**config.mk**
```make
export PLATFORM = sky130hd
export DESIGN_NAME = mbx_req_router
export DESIGN_NICKNAME = d
export VERILOG_FILES = /design/src/rtl/mbx_pkg.sv /design/src/rtl/mbx_outq.sv /design/src/rtl/mbx_req_decode.sv /design/src/rtl/mbx_resp_collect.sv /design/src/rtl/mbx_req_router.sv
export SDC_FILE = /design/constraint.sdc
export NUM_CORES = 1
export LEC_CHECK = 0
export ABC_AREA = 1
export BUFFER_PORTS_ARGS = -buffer_cell sky130_fd_sc_hd__buf_2
export CAP_MARGIN = 40
export CORE_AREA = 2 2 279 281
export CTS_CLUSTER_SIZE = 25
export DETAILED_ROUTE_END_ITERATION = 7
export DIE_AREA = 0 0 281 283
export PLACE_DENSITY = 0.53
export SKIP_CTS_REPAIR_TIMING = 1
export SLEW_MARGIN = 20
export SYNTH_ARGS = -nofsm -noshare
export SYNTH_HDL_FRONTEND = slang
export SYNTH_SLANG_ARGS = --single-unit
export TNS_END_PERCENT = 20
```
**constraint.sdc**
```tcl
create_clock -name clk -period 8.9 [get_ports clk]
set_input_delay 0.445 -clock clk [delete_from_list [all_inputs] [get_ports clk]]
set_output_delay 0.445 -clock clk [all_outputs]
set_load 0.01 [all_outputs]
```
**src/rtl/mbx_pkg.sv**
```systemverilog
package mbx_pkg;
  localparam int unsigned WORD_W     = 32;
  localparam int unsigned CH_FIELD_W = 4;
  localparam int unsigned ADDR_W     = 8;

  localparam logic [ADDR_W-1:0] REQ_WIN_LO = 8'hA0;
  localparam logic [ADDR_W-1:0] REQ_WIN_HI = 8'hAC;
  localparam logic [ADDR_W-1:0] QSTAT_ADDR = 8'hB8;

  localparam int unsigned STAT_FULL_BIT  = 31;
  localparam int unsigned STAT_EMPTY_BIT = 30;
  localparam int unsigned STAT_LEVEL_W   = 8;

  typedef logic [WORD_W-1:0] word_t;

  typedef enum logic [1:0] {
    ROUTE_NONE   = 2'd0,
    ROUTE_DIRECT = 2'd1,
    ROUTE_DEFER  = 2'd2
  } route_e;
endpackage

```
**src/rtl/mbx_outq.sv**
```systemverilog
module mbx_outq #(
  parameter int unsigned DEPTH = 4,
  parameter int unsigned W     = 32,
  parameter logic [W-1:0] FILL = '0,
  localparam int unsigned PW   = (DEPTH > 1) ? $clog2(DEPTH) : 1,
  localparam int unsigned CW   = $clog2(DEPTH + 1)
) (
  input  logic          clk,
  input  logic          rst_n,
  input  logic          push,
  input  logic [W-1:0]  push_data,
  input  logic          pop,
  output logic [W-1:0]  head,
  output logic          full,
  output logic          empty,
  output logic [CW-1:0] level
);
  logic [W-1:0]  mem_q [DEPTH];
  logic [W-1:0]  mem_d [DEPTH];
  logic [PW-1:0] wr_q, wr_d, rd_q, rd_d;
  logic [CW-1:0] cnt_q, cnt_d;
  logic          do_push, do_pop, ptr_en;

  function automatic logic [PW-1:0] ptr_inc(input logic [PW-1:0] p);
    return (p == PW'(DEPTH - 1)) ? '0 : p + 1'b1;
  endfunction

  assign full    = (cnt_q == CW'(DEPTH));
  assign empty   = (cnt_q == '0);
  assign level   = cnt_q;
  assign head    = mem_q[rd_q];
  assign do_push = push && !full;
  assign do_pop  = pop && !empty;
  assign ptr_en  = do_push || do_pop;

  always_comb begin
    wr_d  = do_push ? ptr_inc(wr_q) : wr_q;
    rd_d  = do_pop  ? ptr_inc(rd_q) : rd_q;
    cnt_d = cnt_q;
    unique case ({do_push, do_pop})
      2'b10:   cnt_d = cnt_q + 1'b1;
      2'b01:   cnt_d = cnt_q - 1'b1;
      default: cnt_d = cnt_q;
    endcase
    for (int i = 0; i < DEPTH; i++) mem_d[i] = mem_q[i];
    if (do_pop)  mem_d[rd_q] = FILL;
    if (do_push) mem_d[wr_q] = push_data;
  end

  always_ff @(posedge clk or negedge rst_n) begin
    if (!rst_n) begin
      wr_q  <= '0;
      rd_q  <= '0;
      cnt_q <= '0;
      for (int i = 0; i < DEPTH; i++) mem_q[i] <= FILL;
    end else if (ptr_en) begin
      wr_q  <= wr_d;
      rd_q  <= rd_d;
      cnt_q <= cnt_d;
      for (int i = 0; i < DEPTH; i++) mem_q[i] <= mem_d[i];
    end
  end
endmodule

```
**src/rtl/mbx_req_decode.sv**
```systemverilog
module mbx_req_decode
  import mbx_pkg::*;
#(
  parameter int unsigned NCH = 9
) (
  input  logic              run,
  input  logic              req_valid,
  input  logic              req_write,
  input  logic [ADDR_W-1:0] req_addr,
  input  word_t             req_wdata,
  input  logic              q_full,
  input  logic [NCH-1:0]    ch_busy,
  input  logic [NCH-1:0]    drain_oh,
  output route_e            route,
  output logic [NCH-1:0]    tgt_oh
);
  logic                  in_win, ch_ok, blocked;
  logic [CH_FIELD_W-1:0] ch_sel;

  assign ch_sel = req_wdata[CH_FIELD_W-1:0];
  assign in_win = (req_addr >= REQ_WIN_LO) && (req_addr <= REQ_WIN_HI);
  assign ch_ok  = ({{(32-CH_FIELD_W){1'b0}}, ch_sel} < NCH);

  for (genvar g = 0; g < NCH; g++) begin : g_tgt
    assign tgt_oh[g] = (ch_sel == CH_FIELD_W'(g));
  end

  assign blocked = |(tgt_oh & (ch_busy | drain_oh));

  always_comb begin
    route = ROUTE_NONE;
    if (run && req_valid && req_write && in_win && ch_ok && !q_full) begin
      route = blocked ? ROUTE_DEFER : ROUTE_DIRECT;
    end
  end
endmodule

```
**src/rtl/mbx_resp_collect.sv**
```systemverilog
module mbx_resp_collect
  import mbx_pkg::*;
#(
  parameter int unsigned NCH = 9
) (
  input  logic                  run,
  input  logic                  ib_full,
  input  logic [NCH-1:0]        ch_avail,
  input  logic [NCH*WORD_W-1:0] ch_rdata,
  output logic [NCH-1:0]        ch_rd,
  output logic                  ib_push,
  output word_t                 ib_data
);
  logic [NCH-1:0] pick;
  logic           found, go;
  word_t          sel_word;

  always_comb begin
    pick  = '0;
    found = 1'b0;
    for (int i = 0; i < NCH; i++) begin
      if (ch_avail[i] && !found) begin
        pick[i] = 1'b1;
        found   = 1'b1;
      end
    end
  end

  always_comb begin
    sel_word = '0;
    for (int i = 0; i < NCH; i++) begin
      sel_word = sel_word | (ch_rdata[i*WORD_W +: WORD_W] & {WORD_W{pick[i]}});
    end
  end

  assign go      = run && !ib_full && found;
  assign ch_rd   = go ? pick : '0;
  assign ib_push = go;
  assign ib_data = sel_word;
endmodule

```
**src/rtl/mbx_req_router.sv**
```systemverilog
module mbx_req_router
  import mbx_pkg::*;
#(
  parameter int unsigned NCH          = 9,
  parameter int unsigned QDEPTH       = 4,
  parameter logic [31:0] INVALID_WORD = 32'h0000_0001
) (
  input  logic                  clk,
  input  logic                  rst_n,
  input  logic                  req_valid,
  input  logic                  req_write,
  input  logic [7:0]            req_addr,
  input  logic [31:0]           req_wdata,
  output logic [31:0]           req_rdata,
  output logic [NCH-1:0]        ch_wr,
  output logic [NCH*32-1:0]     ch_wdata,
  input  logic [NCH-1:0]        ch_busy,
  input  logic [NCH-1:0]        ch_avail,
  output logic [NCH-1:0]        ch_rd,
  input  logic [NCH*32-1:0]     ch_rdata,
  output logic                  ib_push,
  output logic [31:0]           ib_data,
  input  logic                  ib_full
);
  localparam int unsigned QCW = $clog2(QDEPTH + 1);

  logic           run_q, run_d;
  route_e         route;
  logic [NCH-1:0] tgt_oh, head_oh, drain_oh;
  logic           q_push, q_pop, q_full, q_empty, drain_go;
  logic [QCW-1:0] q_level;
  word_t          q_head, qstat;
  logic [CH_FIELD_W-1:0] head_ch;

  // collection and delivery held off until one edge after reset release
  assign run_d = 1'b1;
  always_ff @(posedge clk or negedge rst_n) begin
    if (!rst_n) run_q <= 1'b0;
    else        run_q <= run_d;
  end

  assign head_ch = q_head[CH_FIELD_W-1:0];
  for (genvar g = 0; g < NCH; g++) begin : g_head
    assign head_oh[g] = (head_ch == CH_FIELD_W'(g));
  end

  assign drain_go = run_q && !q_empty && !(|(head_oh & ch_busy));
  assign drain_oh = drain_go ? head_oh : '0;
  assign q_pop    = drain_go;
  assign q_push   = (route == ROUTE_DEFER);

  mbx_req_decode #(.NCH(NCH)) u_dec (
    .run       (run_q),
    .req_valid (req_valid),
    .req_write (req_write),
    .req_addr  (req_addr),
    .req_wdata (req_wdata),
    .q_full    (q_full),
    .ch_busy   (ch_busy),
    .drain_oh  (drain_oh),
    .route     (route),
    .tgt_oh    (tgt_oh)
  );

  mbx_outq #(.DEPTH(QDEPTH), .W(WORD_W), .FILL(INVALID_WORD)) u_outq (
    .clk       (clk),
    .rst_n     (rst_n),
    .push      (q_push),
    .push_data (req_wdata),
    .pop       (q_pop),
    .head      (q_head),
    .full      (q_full),
    .empty     (q_empty),
    .level     (q_level)
  );

  for (genvar g = 0; g < NCH; g++) begin : g_deliver
    logic direct_hit;
    assign direct_hit = (route == ROUTE_DIRECT) && tgt_oh[g];
    assign ch_wr[g]   = direct_hit || drain_oh[g];
    assign ch_wdata[g*WORD_W +: WORD_W] = direct_hit ? req_wdata : q_head;
  end

  mbx_resp_collect #(.NCH(NCH)) u_rsp (
    .run      (run_q),
    .ib_full  (ib_full),
    .ch_avail (ch_avail),
    .ch_rdata (ch_rdata),
    .ch_rd    (ch_rd),
    .ib_push  (ib_push),
    .ib_data  (ib_data)
  );

  always_comb begin
    qstat = '0;
    qstat[STAT_FULL_BIT]  = q_full;
    qstat[STAT_EMPTY_BIT] = q_empty;
    qstat[STAT_LEVEL_W-1:0] = STAT_LEVEL_W'(q_level);
  end

  assign req_rdata = (req_valid && !req_write && (req_addr == QSTAT_ADDR)) ? qstat : '0;
endmodule

```
==> impl_metrics.ini, run 1 <==
[power_and_ir_drop]
pwr-share-seq_pct = 14.4
power.switching_mw = 2.64
p_int_mw = 2.19
p_leak_nw = 12.6
sw_frac_of_total_pct = 54.7
power_density_nw_per_um2 = 220
pwr-share-comb_pct = 70.0
power.total_mw = 4.82
p_clk_share_pct = 15.6
ir_worst_vdd_mv = 0.128

[sta]
finClkSkew_ns = 0.00781
hold_violations = 0
setup_viol = 0
max_freq_ghz = 0.157
rsz0062_at_grt = false
maxSlewViolCount = 0
final.setup.tns_ns = 0
period_share_pct = 71.6
relSlewSlack_pct = 42.6
worst_slew_pin_slew_ns = 0.861
min_period_ns = 6.37

[finish]
drive_gt1_share_pct = 22.4
instances_no_fill = 4866
n_fill_cell = 8878
area_delta_synth_final_pct = 29.7
fin_nets = 4169

[placement]
port-buffer-count = 694
hpwl_um = 65700
place_inst = 4818
gp_congestion = 0.916

[global_route]
track_usage_pct = 21.8
grt_max_degree = 84
grt_overflow = 0
antenna_found_initial = 6
grt_pass1_wl_um = 134000
grt_pass1_vias = 21300

[detailed_routing]
wl_um = 90800
drc = 0
dr.pass1.iters = 6
num_vias = 23000
wl_per_cell_um = 18.7
via_per_inst = 4.73
drt-initial-drc-count = 1796
antenna_left = 0

[floorplan]
dieWidth_um = 281
die_h_um = 283
core_um2 = 76700
start_util_pct = 22.0
fp-row-count = 102
pin_count = 722
die_area_um2 = 79500

[synthesis]
syn_avg_cell_area_um2 = 5.15
synth_cell_types = 34
synthCells = 3279
ys_ff_latch = 136
syn-cell-area_um2 = 16900
ys_warn_count = 0
ys_seq_area_share_pct = 20.2

[clock_tree]
cts_buffer_depth = 2
cts_buffers = 17
htreeDepth = 4
root_buffer = clkbuf_16
clock_sinks = 136
clkTransAtPathRegs_ns = 0.07
clock_latency_ns = 0.45
cts_tree = built

[critical_path]
required_ns = 9.24
crit_type = reg2reg
crit_start = u_outq.rd_q[0]
worstPathArrival_ns = 6.72
worstReg2RegEnd = u_outq.mem_q[81]
endpoint = u_outq.mem_q[81]
end_kind = flip-flop
r2r_cells = 25
r2r_start = u_outq.rd_q[0]
cp_max_fo = 67
start_kind = flip-flop
reg2reg_slack_ns = 2.53

[status]
status = complete, no violations

[job]
drv_cap = 0

[hold_path]
hp-class = in2async
-- power groups by stage --
stage               registers, mW  logic [mW]  clock network (mW)
detailed placement          0.706        3.31                   0
finish                      0.696        3.38               0.753
CTS                         0.695        3.31               0.771
global placement            0.706        3.24                   0
floorplan                   0.694        1.84                   0
global route                0.701        3.68               0.785
-- cells by family after synthesis --
logic type / Yosys count / synth area share, %
adders and majority gates: 11 / 0.859
buffers and inverters: 568 / 14.2
AOI/OAI and AO/OA: 360 / 12.3
xor gates and xnor gates: 2 / 0.104
DFF: 136 / 20.2
and+or+nand+nor: 2200 / 52.3
other: 2 / 0.0445
-- how the worst min path moves through the flow --
stage / from / to / slack, ns / cells past startpoint
after floorplan: rst_n / run_q / 0.15 / 0
final: rst_n / u_outq.mem_q[52] / 0.40 / 2
after global routing: rst_n / u_outq.mem_q[52] / 0.42 / 2
after global placement: u_outq.mem_q[85] / u_outq.mem_q[85] / 0.46 / 2
after detailed placement: u_outq.mem_q[32] / u_outq.mem_q[32] / 0.46 / 2
after CTS: rst_n / u_outq.mem_q[52] / 0.10 / 1
-- sequential cells by signal, summed over array words and instances, names as in the netlist --
signal	flops
run_q	1
u_outq.rd_q	2
u_outq.wr_q	2
u_outq.mem_q	128
u_outq.level	3
-- synthesized netlist by cell type, drive strengths merged --
library cell / n / share of area (%)
nor4: 3 / 0.11
a31o: 2 / 0.10
nand3: 325 / 9.7
buf: 132 / 4.5
clkinv: 2 / 0.044
nor4b: 1 / 0.052
nor2: 195 / 4.5
nand3b: 2 / 0.11
dfstp: 4 / 0.62
o211ai: 1 / 0.044
a221oi: 56 / 2.9
dfrtp: 132 / 20
inv: 275 / 6.1
o2111ai: 16 / 0.83
nand4: 26 / 1.1
ha: 10 / 0.74
fa: 1 / 0.12
clkbuf: 159 / 3.5
conb: 2 / 0.044
nor3: 10 / 0.30
o21ai: 197 / 5.8
a21oi: 88 / 2.6
xor2: 2 / 0.10
nand2: 1638 / 36
-- area by class of cell --
cell class	count	area, um^2	share of cell area, %
Timing Repair Buffer	774	4300	19.6
Inverter	277	1040	4.75
Clock inverter	15	176	0.805
Sequential cell	136	3410	15.6
Multi-Input combinational cell	2601	11200	51.3
Antenna cell	6	15.0	0.0685
Tap cell	1040	1300	5.94
Clock buffer	17	425	1.94
-- per-stage QoR --
| stage | cell area, um^2 | setup WS [ns] | util [%] | hold slack [ns] |
|---|---|---|---|---|
| final | 21900 | 2.53 | 28.6 | 0.398 |
| after global routing | 21900 | 2.08 | 28.6 | 0.419 |
| after CTS | 21700 | 2.05 | 28.3 | 0.101 |
| after detailed placement | 21100 | 2.08 | 27.5 | 0.457 |
| after global placement | 20800 | 1.50 | 27.2 | 0.457 |
| after floorplan | 17000 | 5.65 | - | 0.149 |
-- metal layers --
metal	vias up	GRT usage [%]	wire (um)
li1	11300	-	-
met1	10400	25.6	35300
met2	1128	37.5	43500
met3	203	3.03	6370
met4	0	13.4	5610
met5	-	0	0
-- cells in the final DEF (no fill, tap or decap), types with 3 or more instances in the layout --
master and count:
nand2_1 1634, o2111ai_1 16, buf_6 3, nor2_1 182
inv_1 257, buf_2 695, bufinv_16 3, ha_1 9
buf_16 7, nand4_1 25, a21oi_1 86, o21ai_0 197
nor4_1 3, diode_2 6, nor3_1 9, buf_12 6
buf_4 61, nand3_2 3, nand2_2 3, dfstp_2 4
clkbuf_16 17, clkinv_2 4, nand3_1 321, clkinvlp_4 6
nor2_2 12, inv_2 17, a221oi_1 56, dfrtp_1 132
conb_1 28
-- worst max-delay path, cell delays in order (launching register included) --
cell and delay (ns):
dfrtp_1 0.35, buf_4 0.28, inv_2 0.31, nand2_1 0.18, nand3_1 0.08, nand2_1 0.40, nand2_1 0.21, nor2_1 0.18
nand2_1 0.09, nand3_1 0.08, nor2_1 0.09, buf_4 0.19, nand3_1 0.10, nand2_1 0.06, nand2_1 0.06, nand2_1 0.07
nor2_2 0.21, nand3_4 0.63, nand2_4 0.83, ha_4 0.44, buf_12 0.29, clkinv_2 0.36, buf_4 0.29, buf_16 0.20
nand2_1 0.12, nand2_1 0.05
(Power assumes the default switching activity.)
==> inputs of run 2 (changes only) <==
--- a/config.mk
+++ b/config.mk
@@ -8,11 +8,11 @@
 export ABC_AREA = 1
 export BUFFER_PORTS_ARGS = -buffer_cell sky130_fd_sc_hd__buf_2
 export CAP_MARGIN = 40
-export CORE_AREA = 2 2 279 281
+export CORE_AREA = 2 2 280 282
 export CTS_CLUSTER_SIZE = 25
 export DETAILED_ROUTE_END_ITERATION = 7
-export DIE_AREA = 0 0 281 283
-export PLACE_DENSITY = 0.53
+export DIE_AREA = 0 0 282 284
+export PLACE_DENSITY = 0.54
 export SKIP_CTS_REPAIR_TIMING = 1
 export SLEW_MARGIN = 20
 export SYNTH_ARGS = -nofsm -noshare
==> constraint.sdc (replaced) <==
create_clock -name clk -period 5.5 [get_ports clk]
set_input_delay 0.275 -clock clk [delete_from_list [all_inputs] [get_ports clk]]
set_output_delay 0.275 -clock clk [all_outputs]
set_load 0.01 [all_outputs]
==> run 2 against run 1 <==
Effect of this change: register-to-register slack got worse by 1.5 ns; critical endpoint is now ch_wdata[10]; sequential share of layout area barely moved; clock skew rose by 0.0031 ns; utilization fell by 0.13 points; via count barely moved; die area rose by 0.71%.
==> impl_metrics.ini, run 2 (synthesis gave the netlist of run 1 again) <==
[critical_path]
reg2reg_slack_ns = 1.01
r2r_start = u_outq.rd_q[0]
worstReg2RegEnd = u_outq.mem_q[71]
worstPathArrival_ns = 4.55
crit_start = u_outq.rd_q[1]
end_kind = output port
crit_type = reg2out
endpoint = ch_wdata[10]
slowest_stage = dfrtp_1
cp_cell_sequence = inv_2 -> buf_4 -> nand3_1 -> nand2_2 -> nand2_2 -> inv_1 -> nand3_1 -> nand3_1 -> nor2_1 -> buf_4 -> nand3_1 -> nand2_1 -> nand2_1 -> nand2_1 -> nor2_2 -> nand4_4 -> inv_2 -> nand2_1 -> buf_4 -> nand2_1 -> nand2_1 -> buf_2
start_kind = flip-flop
r2r_cells = 23
required_ns = 5.22
path_common_cell = nand2_1
cp_max_fo = 20
max_stage_delay_ns = 0.50

[detailed_routing]
antenna_left = 0
wl_um = 88200
drc = 0
wl_per_cell_um = 18.1
num_vias = 23000
dr.pass1.iters = 7
drt-initial-drc-count = 1982
via_per_inst = 4.73

[placement]
port-buffer-count = 694
gp_congestion = 0.951
place_ws_ns = 1.07
hpwl_um = 62700

[floorplan]
die_h_um = 284
start_util_pct = 22.0
fp-row-count = 102
pin_count = 722
core_um2 = 77000
die_area_um2 = 80100
dieWidth_um = 282

[sta]
worst_slack_ns = 0.679
final.setup.tns_ns = 0
period_share_pct = 87.7
finClkSkew_ns = 0.0109
relSlewSlack_pct = 41.2
min_period_ns = 4.82
maxSlewViolCount = 0
worst_slew_pin_slew_ns = 0.882
setup_viol = 0
hold_violations = 0
max_freq_ghz = 0.207
rsz0062_at_grt = false

[finish]
largest_reg_flops = 128
top_register = u_outq.mem_q
drive_gt1_share_pct = 22.3
n_fill_cell = 8912
fin_nets = 4168
final_cell_mix = nand2_1 (1634), buf_2 (694), nand3_1 (321), inv_1 (259), o21ai_0 (197)
final_common_cell = nand2_1
area_delta_synth_final_pct = 29.6
seq_area_um2 = 3410
multi_input_area_um2 = 11200

[power_and_ir_drop]
p_leak_nw = 12.6
power_density_nw_per_um2 = 358
ir_worst_vdd_mv = 0.370

[global_route]
grt_pass1_wl_um = 131000
grt_pass1_vias = 21200
antenna_found_initial = 10
track_usage_pct = 21.1
grt_overflow = 0
grt_max_degree = 137

[clock_tree]
clock_latency_ns = 0.45
cts_tree = built
cts_buffers = 17
clkTransAtPathRegs_ns = 0.06
htreeDepth = 4
cts_buffer_depth = 2
root_buffer = clkbuf_16
clock_sinks = 136

[status]
status = complete, no violations

[hold_path]
hp-class = in2reg

[job]
drv_cap = 0
[run 2: through the flow]
step | util (%) | cell area, um^2 | cells | power (mW) | hold slack [ns]
final | 28.4 | 21900 | 4865 | 7.84 | 0.378
after global routing | 28.4 | 21900 | 4865 | 8.40 | 0.433
after CTS | 28.3 | 21800 | 4851 | 7.79 | -0.0100
after detailed placement | 27.5 | 21100 | 4820 | 6.47 | 0.462
after global placement | 27.2 | 20900 | 4799 | 6.39 | 0.459
after floorplan | - | 17000 | 3305 | 4.10 | -0.0206
[run 2: cell type report]
| class | instances | share of cell area (%) |
|---|---|---|
| clock inverters | 11 | 0.892 |
| multi-input cells | 2601 | 51.4 |
| inverters | 277 | 4.77 |
| repair buffers | 773 | 19.3 |
| flip-flops and latches | 136 | 15.6 |
| diodes | 7 | 0.0800 |
| well taps | 1040 | 5.95 |
| clock buffers | 20 | 2.09 |
[run 2: how the worst min path moves through the flow]
stage                          start                to  slack (ns)  cells past startpoint
floorplan                      rst_n             run_q       -0.02                      0
global placement    u_outq.mem_q[32]  u_outq.mem_q[32]        0.46                      2
detailed placement  u_outq.mem_q[86]  u_outq.mem_q[86]        0.46                      2
CTS                            rst_n  u_outq.mem_q[47]       -0.01                      2
global route            req_wdata[3]  u_outq.mem_q[64]        0.43                      6
finish                  req_wdata[3]  u_outq.mem_q[64]        0.38                      6
[run 2: where the power goes]
part | switching, mW | internal (mW)
Clock | 0.489 | 0.827
Sequential | 0.0559 | 1.07
Combinational | 3.68 | 1.71
Total | 4.23 | 3.61
[run 2: layer usage]
metal  up-vias  part of all wire (%)  GRT usage [%]
met5         -                 0.015              0
met2      1195                    50           37.1
met1     10400                    39           24.9
li1      11300                     -              -
met4         2                   4.1           10.3
met3       164                   7.8           2.69
[run 2: critical path, delay by kind of cell (launching register included)]
family                 cells  cell delay, ns
buffers and inverters      7            1.40
and+or+nand+nor           15            2.15
DFF                        1            0.50
==> inputs of run 3 (changes only) <==
--- a/config.mk
+++ b/config.mk
@@ -8,11 +8,13 @@
 export ABC_AREA = 1
 export BUFFER_PORTS_ARGS = -buffer_cell sky130_fd_sc_hd__buf_2
 export CAP_MARGIN = 40
+export CELL_PAD_IN_SITES_DETAIL_PLACEMENT = 0
+export CELL_PAD_IN_SITES_GLOBAL_PLACEMENT = 1
 export CORE_AREA = 2 2 280 282
 export CTS_CLUSTER_SIZE = 25
 export DETAILED_ROUTE_END_ITERATION = 7
 export DIE_AREA = 0 0 282 284
-export PLACE_DENSITY = 0.54
+export PLACE_DENSITY = 0.74
 export SKIP_CTS_REPAIR_TIMING = 1
 export SLEW_MARGIN = 20
 export SYNTH_ARGS = -nofsm -noshare
==> run 3 against run 2 <==
Effect of this change: first-iteration DRC count fell by 22%; clock-buffer cell count up 5; clock skew decreased by 0.0027 ns; register-to-register slack got worse by 0.43 ns; largest power group unchanged; sequential cell count unchanged.
==> impl_metrics.ini, run 3 (synthesis gave the netlist of run 1 again) <==
[critical_path]
start_kind = flip-flop
path_delay_family = simple AND/OR/NAND/NOR gates
worstPathArrival_ns = 5.25
max_stage_delay_ns = 0.72
path_common_cell = nand2_1
worstPathBufferInverterCount = 4
slowest_stage = clkinv_2
required_ns = 5.83
crit_type = reg2reg
cp_cell_sequence = inv_2 -> nand2_1 -> nand3_1 -> nand2_2 -> nand2_2 -> nor2_1 -> nand2_1 -> nand3_1 -> nor2_1 -> buf_4 -> nand3_1 -> nand2_1 -> nand2_1 -> nand2_1 -> nor2_2 -> nand3_4 -> nand2_4 -> ha_4 -> clkinv_2 -> buf_4 -> nand2_1 -> nand2_1
end_kind = flip-flop
cp_max_fo = 58

[floorplan]
dieWidth_um = 282
die_area_um2 = 80100
pin_count = 722
fp-row-count = 102
die_h_um = 284
start_util_pct = 22.0
core_um2 = 77000

[finish]
area_delta_synth_final_pct = 29.5
largest_reg_flops = 128
final_cell_mix = nand2_1 (1634), buf_2 (693), nand3_1 (321), inv_1 (259), o21ai_0 (197)
final_common_cell = nand2_1
drive_gt1_share_pct = 22.3
fin_nets = 4174
final_util_pct = 28.4
top_register = u_outq.mem_q
n_fill_cell = 8872

[sta]
final.setup.tns_ns = 0
hold_ws_ns = 0.356
hold_violations = 0
setup_viol = 0
worst_slew_pin_slew_ns = 0.834
worst_slack_ns = 0.583
finClkSkew_ns = 0.00820
rsz0062_at_grt = false
min_period_ns = 4.92
max_freq_ghz = 0.203
maxSlewViolCount = 0
period_share_pct = 89.4
relSlewSlack_pct = 44.4

[global_route]
grt_pass1_wl_um = 129000
grt_overflow = 0
grt_pass1_vias = 21200
track_usage_pct = 20.6
antenna_found_initial = 8
grt_max_degree = 85

[power_and_ir_drop]
power_density_nw_per_um2 = 352
ir_worst_vdd_mv = 0.221
p_leak_nw = 12.6

[detailed_routing]
num_vias = 22700
wl_um = 86100
antenna_left = 0
drc = 0
wl_per_cell_um = 17.7
drt-initial-drc-count = 1544
dr.pass1.iters = 6
via_per_inst = 4.66

[placement]
gp_congestion = 0.891
port-buffer-count = 694
hpwl_um = 62400
place_ws_ns = 0.589

[hold_path]
hp-class = in2reg

[clock_tree]
htreeDepth = 4
cts_tree = built
clock_latency_ns = 0.45
clkTransAtPathRegs_ns = 0.06
cts_buffers = 17
cts_buffer_depth = 2
clock_sinks = 136
root_buffer = clkbuf_16

[status]
status = complete, no violations

[job]
drv_cap = 0
==> run 3: worst reg2reg max path, cell delays in order (launching register included) <==
cell and delay [ns]:
dfrtp_1 0.64, inv_2 0.22, nand2_1 0.13, nand3_1 0.09, nand2_2 0.28, nand2_2 0.13
nor2_1 0.18, nand2_1 0.07, nand3_1 0.06, nor2_1 0.12, buf_4 0.19, nand3_1 0.08
nand2_1 0.05, nand2_1 0.06, nand2_1 0.06, nor2_2 0.21, nand3_4 0.11, nand2_4 0.09
ha_4 0.60, clkinv_2 0.77, buf_4 0.49, nand2_1 0.12, nand2_1 0.05
==> run 3: metrics by stage <==
stage          std cells  instance area, um^2  power (mW)
6_report            4871                21900        7.71
3_5_place_dp        4828                21200        6.52
4_1_cts             4860                21800        7.67
5_1_grt             4871                21900        8.28
3_3_place_gp        4805                20900        6.42
2_1_floorplan       3305                17000        4.10
==> run 3: routing by layer <==
metal	wire length [um]	up-vias	GRT usage, %	share of wire (%)
li1	-	11300	-	-
met1	33700	10200	23.6	39
met2	42100	1052	36.6	49
met3	5930	183	2.84	6.9
met4	4470	0	11.2	5.2
met5	0	-	0	0
==> run 3: worst paths after layout <==
kind	startpoint	endpoint	slack (ns)	cells after the start
setup / recovery	u_outq.rd_q[0]	u_outq.mem_q[92]	0.58	22
hold / removal	req_wdata[3]	u_outq.mem_q[87]	0.36	6
setup reg to reg	u_outq.rd_q[0]	u_outq.mem_q[92]	0.58	22
hold reg to reg	u_outq.mem_q[79]	u_outq.mem_q[79]	0.48	2
max in group asynchronous	rst_n	u_outq.mem_q[98]	4.04	3
min in group asynchronous	rst_n	u_outq.mem_q[48]	0.42	2
==> run 3: cell type report <==
| class | count | area, um^2 | area share, % |
|---|---|---|---|
| clock buffer | 25 | 495 | 2.26 |
| antenna | 6 | 15.0 | 0.0686 |
| inverter | 277 | 1040 | 4.76 |
| clock inverter | 7 | 67.6 | 0.309 |
| timing repair buffer | 779 | 4310 | 19.7 |
| multi-input combinational | 2601 | 11200 | 51.4 |
| sequential | 136 | 3410 | 15.6 |
| tap | 1040 | 1300 | 5.95 |
==> run 3: where the power goes <==
part / switching (mW) / internal, mW
registers: 0.0643 / 1.07
clock network: 0.473 / 0.667
logic: 3.68 / 1.76
total: 4.21 / 3.50
